### src/rtl/sniff_seq_pkg.sv
// Shared state encoding for the sniff sequencer.
// Assumes: nothing beyond IEEE 1800-2017.
package sniff_seq_pkg;

    typedef enum logic [2:0] {
        ST_SLEEP     = 3'd0,
        ST_POWERUP   = 3'd1,
        ST_RSSI_WAIT = 3'd2,
        ST_CHECK     = 3'd3,
        ST_IRQ       = 3'd4,
        ST_RECEIVE   = 3'd5
    } sniff_state_e;

    // True for every state in which the receiver front end is powered.
    function automatic logic state_powered(sniff_state_e s);
        return (s != ST_SLEEP);
    endfunction

    // True for the states that belong to full receive.
    function automatic logic state_receiving(sniff_state_e s);
        return (s == ST_IRQ) || (s == ST_RECEIVE);
    endfunction

endpackage

### src/rtl/sniff_cfg_shadow.sv
// Holds the settings used by one poll cycle.
// The settings are captured when 'capture' is high, which is the first cycle
// of a sleep visit, and held until the next capture.
// Assumes: capture is a single-cycle pulse from the sequencer.
module sniff_cfg_shadow #(
    parameter int unsigned REG_W = 8
) (
    input  logic             clk,
    input  logic             rst_n,
    input  logic             capture,
    input  logic             wake_in,
    input  logic [REG_W-1:0] pwrup_in,
    input  logic [REG_W-1:0] chk_in,
    input  logic [REG_W-1:0] irq_in,
    output logic             wake_q,
    output logic [REG_W-1:0] pwrup_q,
    output logic [REG_W-1:0] chk_q,
    output logic [REG_W-1:0] irq_q
);

    // Capture the settings at the start of each sleep visit.
    always_ff @(posedge clk) begin
        if (!rst_n) begin
            wake_q  <= 1'b0;
            pwrup_q <= '0;
            chk_q   <= '0;
            irq_q   <= '0;
        end else if (capture) begin
            wake_q  <= wake_in;
            pwrup_q <= pwrup_in;
            chk_q   <= chk_in;
            irq_q   <= irq_in;
        end
    end

endmodule

### src/rtl/sniff_sleep_timer.sv
// Measures the sleep interval as a number of steps times a step length.
// A step is FINE_TICKS or COARSE_TICKS clock cycles.
// 'load' starts an interval of (steps_in+1) steps. 'done' is high in the
// last running cycle of the interval.
// Assumes: FINE_TICKS and COARSE_TICKS are at least 1, and COARSE_TICKS is
// not smaller than FINE_TICKS.
module sniff_sleep_timer #(
    parameter int unsigned REG_W        = 8,
    parameter int unsigned FINE_TICKS   = 5,
    parameter int unsigned COARSE_TICKS = 640
) (
    input  logic             clk,
    input  logic             rst_n,
    input  logic             load,
    input  logic             run,
    input  logic             coarse_in,
    input  logic [REG_W-1:0] steps_in,
    output logic             done
);

    localparam int unsigned PRE_W = $clog2(COARSE_TICKS + 1);
    localparam logic [PRE_W-1:0] FINE_LAST   = PRE_W'(FINE_TICKS - 1);
    localparam logic [PRE_W-1:0] COARSE_LAST = PRE_W'(COARSE_TICKS - 1);

    logic [PRE_W-1:0] pre_q;
    logic [REG_W-1:0] steps_q;
    logic             coarse_q;
    logic [PRE_W-1:0] reload_val;

    // Pick the step reload value from the resolution in use.
    always_comb begin
        reload_val = coarse_q ? COARSE_LAST : FINE_LAST;
    end

    // Count cycles within a step, then steps within the interval.
    always_ff @(posedge clk) begin
        if (!rst_n) begin
            pre_q    <= '0;
            steps_q  <= '0;
            coarse_q <= 1'b0;
        end else if (load) begin
            coarse_q <= coarse_in;
            steps_q  <= steps_in;
            pre_q    <= coarse_in ? COARSE_LAST : FINE_LAST;
        end else if (run) begin
            if (pre_q != '0) begin
                pre_q <= pre_q - 1'b1;
            end else if (steps_q != '0) begin
                steps_q <= steps_q - 1'b1;
                pre_q   <= reload_val;
            end
        end
    end

    // Flag the final cycle of the interval.
    always_comb begin
        done = run && (pre_q == '0) && (steps_q == '0);
    end

endmodule

### src/rtl/sniff_phase_counter.sv
// Down counter shared by the power-up, wait and wake-indication phases.
// A phase loaded with value N lasts N+1 cycles; 'zero' marks its last cycle.
// Assumes: load takes priority over run.
module sniff_phase_counter #(
    parameter int unsigned REG_W = 8
) (
    input  logic             clk,
    input  logic             rst_n,
    input  logic             load,
    input  logic [REG_W-1:0] load_val,
    input  logic             run,
    output logic             zero
);

    logic [REG_W-1:0] cnt_q;

    // Load at phase entry, count down while the phase runs.
    always_ff @(posedge clk) begin
        if (!rst_n) begin
            cnt_q <= '0;
        end else if (load) begin
            cnt_q <= load_val;
        end else if (run && (cnt_q != '0)) begin
            cnt_q <= cnt_q - 1'b1;
        end
    end

    // Mark the final cycle of the current phase.
    always_comb begin
        zero = (cnt_q == '0);
    end

endmodule

### src/rtl/sniff_sequencer.sv
// Duty-cycled sniff sequencer.
// The block sleeps, powers the receiver, waits, strobes the signal-strength
// comparison, and then either sleeps again or raises a wake indication and
// holds full receive until the host asks it to leave.
// Assumes: clk is the slow always-on clock, and all inputs are synchronous
// to it.
module sniff_sequencer
    import sniff_seq_pkg::*;
#(
    parameter int unsigned REG_W        = 8,
    parameter int unsigned FINE_TICKS   = 5,
    parameter int unsigned COARSE_TICKS = 640
) (
    input  logic             clk,
    input  logic             rst_n,
    input  logic             rssi_above,
    input  logic             wake_on_rssi,
    input  logic             coarse_res,
    input  logic [REG_W-1:0] off_steps,
    input  logic [REG_W-1:0] pwrup_ticks,
    input  logic [REG_W-1:0] chk_delay,
    input  logic [REG_W-1:0] irq_len,
    input  logic             rx_exit,
    output logic             rx_on,
    output logic             xtal_on,
    output logic             rssi_strobe,
    output logic             wake_irq,
    output logic             rx_mode
);

    sniff_state_e     state_q, state_d;
    logic             entry_q;
    logic             capture;
    logic             sleep_run;
    logic             sleep_done;
    logic             ph_load;
    logic [REG_W-1:0] ph_val;
    logic             ph_run;
    logic             ph_zero;
    logic             sh_wake;
    logic [REG_W-1:0] sh_pwrup;
    logic [REG_W-1:0] sh_chk;
    logic [REG_W-1:0] sh_irq;

    // Derive the capture pulse and the sleep-run enable from the state.
    always_comb begin
        capture   = (state_q == ST_SLEEP) && entry_q;
        sleep_run = (state_q == ST_SLEEP) && !entry_q;
        ph_run    = (state_q == ST_POWERUP) || (state_q == ST_RSSI_WAIT) ||
                    (state_q == ST_IRQ);
    end

    sniff_cfg_shadow #(
        .REG_W (REG_W)
    ) u_shadow (
        .clk      (clk),
        .rst_n    (rst_n),
        .capture  (capture),
        .wake_in  (wake_on_rssi),
        .pwrup_in (pwrup_ticks),
        .chk_in   (chk_delay),
        .irq_in   (irq_len),
        .wake_q   (sh_wake),
        .pwrup_q  (sh_pwrup),
        .chk_q    (sh_chk),
        .irq_q    (sh_irq)
    );

    sniff_sleep_timer #(
        .REG_W        (REG_W),
        .FINE_TICKS   (FINE_TICKS),
        .COARSE_TICKS (COARSE_TICKS)
    ) u_sleep (
        .clk       (clk),
        .rst_n     (rst_n),
        .load      (capture),
        .run       (sleep_run),
        .coarse_in (coarse_res),
        .steps_in  (off_steps),
        .done      (sleep_done)
    );

    sniff_phase_counter #(
        .REG_W (REG_W)
    ) u_phase (
        .clk      (clk),
        .rst_n    (rst_n),
        .load     (ph_load),
        .load_val (ph_val),
        .run      (ph_run),
        .zero     (ph_zero)
    );

    // Next-state logic, and the phase counter load on each transition.
    always_comb begin
        state_d = state_q;
        ph_load = 1'b0;
        ph_val  = '0;
        unique case (state_q)
            ST_SLEEP: begin
                if (sleep_done) begin
                    state_d = ST_POWERUP;
                    ph_load = 1'b1;
                    ph_val  = sh_pwrup;
                end
            end
            ST_POWERUP: begin
                if (ph_zero) begin
                    state_d = ST_RSSI_WAIT;
                    ph_load = 1'b1;
                    ph_val  = sh_chk;
                end
            end
            ST_RSSI_WAIT: begin
                if (ph_zero) begin
                    state_d = ST_CHECK;
                end
            end
            ST_CHECK: begin
                if (rssi_above && sh_wake) begin
                    state_d = ST_IRQ;
                    ph_load = 1'b1;
                    ph_val  = sh_irq;
                end else begin
                    state_d = ST_SLEEP;
                end
            end
            ST_IRQ: begin
                if (ph_zero) begin
                    state_d = ST_RECEIVE;
                end
            end
            ST_RECEIVE: begin
                if (rx_exit) begin
                    state_d = ST_SLEEP;
                end
            end
            default: state_d = ST_SLEEP;
        endcase
    end

    // State register, plus a flag marking the first cycle of a sleep visit.
    always_ff @(posedge clk) begin
        if (!rst_n) begin
            state_q <= ST_SLEEP;
            entry_q <= 1'b1;
        end else begin
            state_q <= state_d;
            entry_q <= (state_d == ST_SLEEP) && (state_q != ST_SLEEP);
        end
    end

    // Decode the outputs from the current state (Moore outputs).
    always_comb begin
        rx_on       = state_powered(state_q);
        xtal_on     = state_powered(state_q);
        rssi_strobe = (state_q == ST_CHECK);
        wake_irq    = (state_q == ST_IRQ);
        rx_mode     = state_receiving(state_q);
    end

endmodule

### config.mk
export PLATFORM = sky130hd
export DESIGN_NAME = sniff_sequencer
export DESIGN_NICKNAME = d
export VERILOG_FILES = /design/src/rtl/sniff_seq_pkg.sv /design/src/rtl/sniff_cfg_shadow.sv /design/src/rtl/sniff_sleep_timer.sv /design/src/rtl/sniff_phase_counter.sv /design/src/rtl/sniff_sequencer.sv
export SDC_FILE = /design/constraint.sdc
export NUM_CORES = 1
export LEC_CHECK = 0
export BUFFER_PORTS_ARGS = -buffer_cell sky130_fd_sc_hd__buf_2
export CORE_ASPECT_RATIO = 0.9
export CORE_MARGIN = 2
export CORE_UTILIZATION = 44
export DETAILED_ROUTE_END_ITERATION = 6
export MAX_ROUTING_LAYER = met4
export SLEW_MARGIN = 20
export SYNTH_ARGS = -nofsm -noshare
export SYNTH_HDL_FRONTEND = slang
export SYNTH_HIERARCHICAL = 1
export SYNTH_SLANG_ARGS = --single-unit
### constraint.sdc
create_clock -name clk -period 3.9 [get_ports clk]
set_clock_uncertainty 0.05 [all_clocks]
set_input_delay 0.78 -clock clk [delete_from_list [all_inputs] [get_ports clk]]
set_output_delay 0.78 -clock clk [all_outputs]
set_load 0.05 [all_outputs]
* After elaboration in Yosys (flattened, before gate mapping)
Index checks and enable logic that the tools add are counted.
Word-level totals: bits in registers 56, output and inout bits 5
Operators by class: $add $sub $neg 3, equal/unequal tests 6, multiplexer cells 27, reductions and logical operators 26
Operators with widths (number):
- $mux 8 | 9
- $mux 10 | 6
- $pmux 8 s3 | 1
- $mux 3 | 6
- $pmux 3 s6 | 1
- $logic_not 8->1 | 2
- $reduce_bool 8->1 | 2
- $sub 8x1->8 const B | 2
- $logic_not 10->1 | 1
- $reduce_bool 10->1 | 1
- $sub 10x1->10 const B | 1
- $logic_and 1x1->1 | 7
- $eq 3x2->1 const B | 2
- $eq 3x3->1 const B | 2
- $logic_not 3->1 | 2
- $reduce_bool 2->1 | 3
- $reduce_bool 3->1 | 2
- $eq 3x1->1 const B | 1
- $logic_or 1x1->1 | 3
- $mux 1 | 3
- $pmux 1 s3 | 1
- $reduce_and 3->1 | 1
- $ne 2x2->1 const B | 1
- $reduce_and 2->1 | 1
- $logic_not 1->1 | 1

* Logic depth before layout (Yosys ltp)
word-level depth 8, gate-level depth with buffers 13

* Cells and area by module
The synthesis kept the hierarchy.
Modules (own cells, without submodules):
- sniff_sleep_timer | instances 1, cells an instance 138, area each 1171.1 um^2, sequential area each 380.4 um^2
- sniff_cfg_shadow | instances 1, cells an instance 80, area each 965.9 um^2, sequential area each 500.5 um^2
- sniff_phase_counter | instances 1, cells an instance 58, area each 508.0 um^2, sequential area each 160.2 um^2
- sniff_sequencer | instances 1, cells an instance 58, area each 446.7 um^2, sequential area each 80.1 um^2

* Least setup slack after synthesis
OpenSTA, ideal clock, no wires.
path type register to register, start point register state_q[1], end point register u_phase.cnt_q[2], setup time 0.115 ns, arrival 3.195 ns, path slack 0.540 ns, cell stages (with the launch flop) 14, buffers on the path 2, clock period less this slack 3.360 ns, cell sequence dfxtp_1 > buf_2 > or3_2 > nor2_1 > nand4_2 > nor2_1 > nand2b_1 > nor3_1 > or3_2 > clkbuf_1 > nor3b_1 > a21oi_1 > o31ai_1 > and2_1
On the way: longest elaborated chain between the ends 7, elaborated cells on any way between the ends 17
Ends and longest elaborated chain:
- start: declaration | line sniff_sequencer.sv:31 | sniff_state_e state_q, state_d;
- start signal: assignment | line sniff_sequencer.sv:148 | state_q <= state_d;
- $logic_not 3->1 * | line sniff_sequencer.sv:48 | sleep_run = (state_q == ST_SLEEP) && !entry_q;
- $logic_and 1x1->1 * | line sniff_sequencer.sv:48
- via sleep_run | line sniff_sequencer.sv:34 | logic sleep_run;
- $logic_and 1x1->1 * (2 in series) | line sniff_sleep_timer.sv:57 | done = run && (pre_q == '0) && (steps_q == '0);
- via sleep_done | line sniff_sequencer.sv:35 | logic sleep_done;
- $mux 1 * | line sniff_sequencer.sv:101 | if (sleep_done) begin
- $pmux 1 s3 * | line sniff_sequencer.sv:99 | unique case (state_q)
- via ph_load | line sniff_sequencer.sv:36 | logic ph_load;
- $mux 8 or $reduce_bool 2->1 (tied branches)
- end signal: assignment | line sniff_phase_counter.sv:22 | cnt_q <= load_val;
- end signal: assignment | line sniff_phase_counter.sv:24 | cnt_q <= cnt_q - 1'b1;
- end: declaration | line sniff_phase_counter.sv:15 | logic [REG_W-1:0] cnt_q;
The timed path passes the listed nets; every way through them passes the cells marked *. A chain may end at the register's enable or synchronous reset.

* Worst setup path in the final report
Ends and elaborated chain as after synthesis.

==> flow_metrics.tcl <==
set metrics [dict create \
    relSlewSlack_pct 54.8 \
    postRouteAntennaNets 0 \
    cts_sinks 56 \
    fp.dieH_um 83.5 \
    drc 0 \
    syn-mean-instance-area_um2 9.26 \
    arrival_ps 3190 \
    post_cts_buffers 0 \
    ir_worst_vdd_v 0.000202 \
    start_util_pct 46.2 \
    insertion_delay_ps 310 \
    slowest_delay_ps 550 \
    wl_per_cell_um 14.1 \
    cts.path.max_buffers 2 \
    cts_made_buffers 5 \
    synth-main-ff-cell "dfxtp_1" \
    gp_congestion 0.854 \
    h-tree-depth 2 \
    grt_max_degree 43 \
    cts_hold_buf 0 \
    utilization_pct 51.0 \
    setup_tns_ps 0 \
    crit_required_ps 4060 \
    multi_input_area_um2 1760 \
    power_w 0.00124 \
    syn_area_um2 3090 \
    grt_pass1_wl_um 11200 \
    worst_pin_slew_ps 672 \
    hold_path_class "reg2reg" \
    grt_pass1_vias 2251 \
    cts-resized-gates 0 \
    outcome "complete, no violations" \
    num-nets-final 412 \
    hold_ws_ps 456 \
    via_per_inst 5.47 \
    max_freq_ghz 0.330 \
    cp-start-kind "register" \
    syn2layout_area_growth_pct 10.3 \
    async_flop_share_pct 0 \
    synthTopCellsByArea "dfxtp_1 (36%), mux2i_1 (9.4%), nor2b_1 (5.1%), xnor2_1 (3.1%), a21oi_1 (2.9%)" \
    fp.coreArea_um2 6690 \
    drive_above_1_share_pct 19.5 \
    power_leakage_nw 1.47 \
    vias 2515 \
    critPathSlowestCell "or3_2" \
    synth_edf_count 0 \
    final_cell_area_um2 3410 \
    port_buffers 42 \
    grt-ovfl-total 0 \
    critical_path_class "reg2reg" \
    io_pins 43 \
    post-synth-top-count-cell "dfxtp_1" \
    cp_cell_sequence "or3_2 > nor2_1 > nand4_2 > nor2_1 > nand2b_1 > nor3_1 > buf_4 > or3_2 > nor3b_1 > a21oi_1 > o31ai_1 > and2_1" \
    diodes 0 \
    fillers 616 \
    rsz0062_at_grt "no" \
    min_period_over_period_pct 77.6 \
    synthCells 334 \
    die_area_um2 7710 \
    dp_hpwl_um 4700 \
    die_x_um 92.4 \
    drtPass1Iterations 5 \
    end_kind "register" \
    drv_cap 0 \
    yosysUniqueCellTypes 63 \
    cts_tree "done" \
    yosys.area.top_type "dfxtp_1" \
    period_needed_ps 3030 \
    clk_pin_slew_ps 100 \
    drt_first_iter_violations 200 \
    drv_slew 0 \
    setup_violations 0 \
    placed_area_um2 3320 \
    clock-root-buffer "clkbuf_8" \
    antenna_found_initial 0 \
    ys_warn_count 6 \
    synth_top_area_share_pct 36.3 \
    seq_area_frac_synth_pct 36.3 \
    synth_seq_cells 56 \
    hold_violations 0 \
    grtUsageTotal_pct 18.2 \
    seq_area_um2 1120 \
    power_density_nw_per_um2 364 \
    num_rows 28 \
    synthTopCellsByCount "dfxtp_1 (56), mux2i_1 (29), nor2b_1 (25)" \
    drt_wl_total_um 6470 \
    crit_fanout 12 \
    syn_nets 377 \
]
-- per-layer routing --
metal	routed length (um)	vias up	track usage, %
met5	0	-	-
met4	60	0	4.07
met3	337	4	3.25
met2	2550	77	23.9
met1	3510	1146	28.6
li1	-	1288	-
-- flip-flops by register name, summed over array words and instances (netlist names) --
register	count
entry_q	1
state_q	3
u_phase/cnt_q	8
u_shadow/chk_q	8
u_shadow/irq_q	8
u_shadow/pwrup_q	8
u_shadow/wake_q	1
u_sleep/coarse_q	1
u_sleep/pre_q	10
u_sleep/steps_q	8
-- layout by cell type, fill, tap and decap left out, types with 3 or more instances in the layout --
cell type	instances
a21boi_0	3
a21oi_1	18
a222oi_1	8
and3_1	3
buf_2	42
buf_4	4
clkbuf_8	5
dfxtp_1	56
ha_1	5
inv_1	21
mux2i_1	29
nand2_1	11
nand2b_1	7
nand3_1	5
nor2_1	16
nor2b_1	25
nor3_1	7
nor3b_1	4
o211a_1	3
o21a_1	3
o21ai_0	17
o22ai_1	3
o31ai_1	8
or3_1	4
or4_1	3
xnor2_1	11
xor2_1	3
-- worst max-delay path, delay by kind of cell, from the launching register on --
| family | cells | cell delay (ps) |
|---|---|---|
| simple gates | 9 | 2030 |
| flops | 1 | 430 |
| compound gates | 2 | 220 |
| buf+inv | 1 | 200 |
-- power breakdown --
| part | internal [W] | switching, W |
|---|---|---|
| logic | 0.000117 | 0.000142 |
| clock network | 0.000132 | 0.000198 |
| registers | 0.000613 | 0.0000379 |
-- layout make-up --
type	instances	share of cell area, %
inverters	22	2.42
repair buffers	46	7.05
clock inverters	2	0.514
flip-flops and latches	56	32.9
multi-input cells	238	51.7
well taps	90	3.30
clock buffers	6	2.13
-- final timing paths --
| kind | from | endpoint | slack, ps | cells past startpoint |
|---|---|---|---|---|
| setup / recovery | state_q[1] | u_phase/cnt_q[2] | 870 | 12 |
| hold / removal | u_phase/cnt_q[5] | u_phase/cnt_q[5] | 460 | 2 |
| setup reg to reg | state_q[1] | u_phase/cnt_q[2] | 870 | 12 |
| hold reg to reg | u_phase/cnt_q[5] | u_phase/cnt_q[5] | 460 | 2 |
-- cells by family (layout without fill, tap and decap cells) --
kind of cell / count (synthesis) / in the layout / synth area share, %
compound gates: 81 / 81 / 19.6
fa+ha+maj: 5 / 5 / 2.02
mux: 29 / 29 / 9.39
xor+xnor: 14 / 14 / 3.97
buf+inv: 40 / 76 / 6.96
simple gates: 109 / 109 / 21.8
flops: 56 / 56 / 36.3
-- metrics by stage --
| step | worst slack [ps] | std cells |
|---|---|---|
| finish | 872 | 460 |
| global route | 582 | 460 |
| CTS | 874 | 460 |
| detailed placement | 900 | 452 |
| global placement | 1020 | 452 |
| floorplan | 540 | 334 |
No activity file was read; power rests on OpenSTA's default activity.
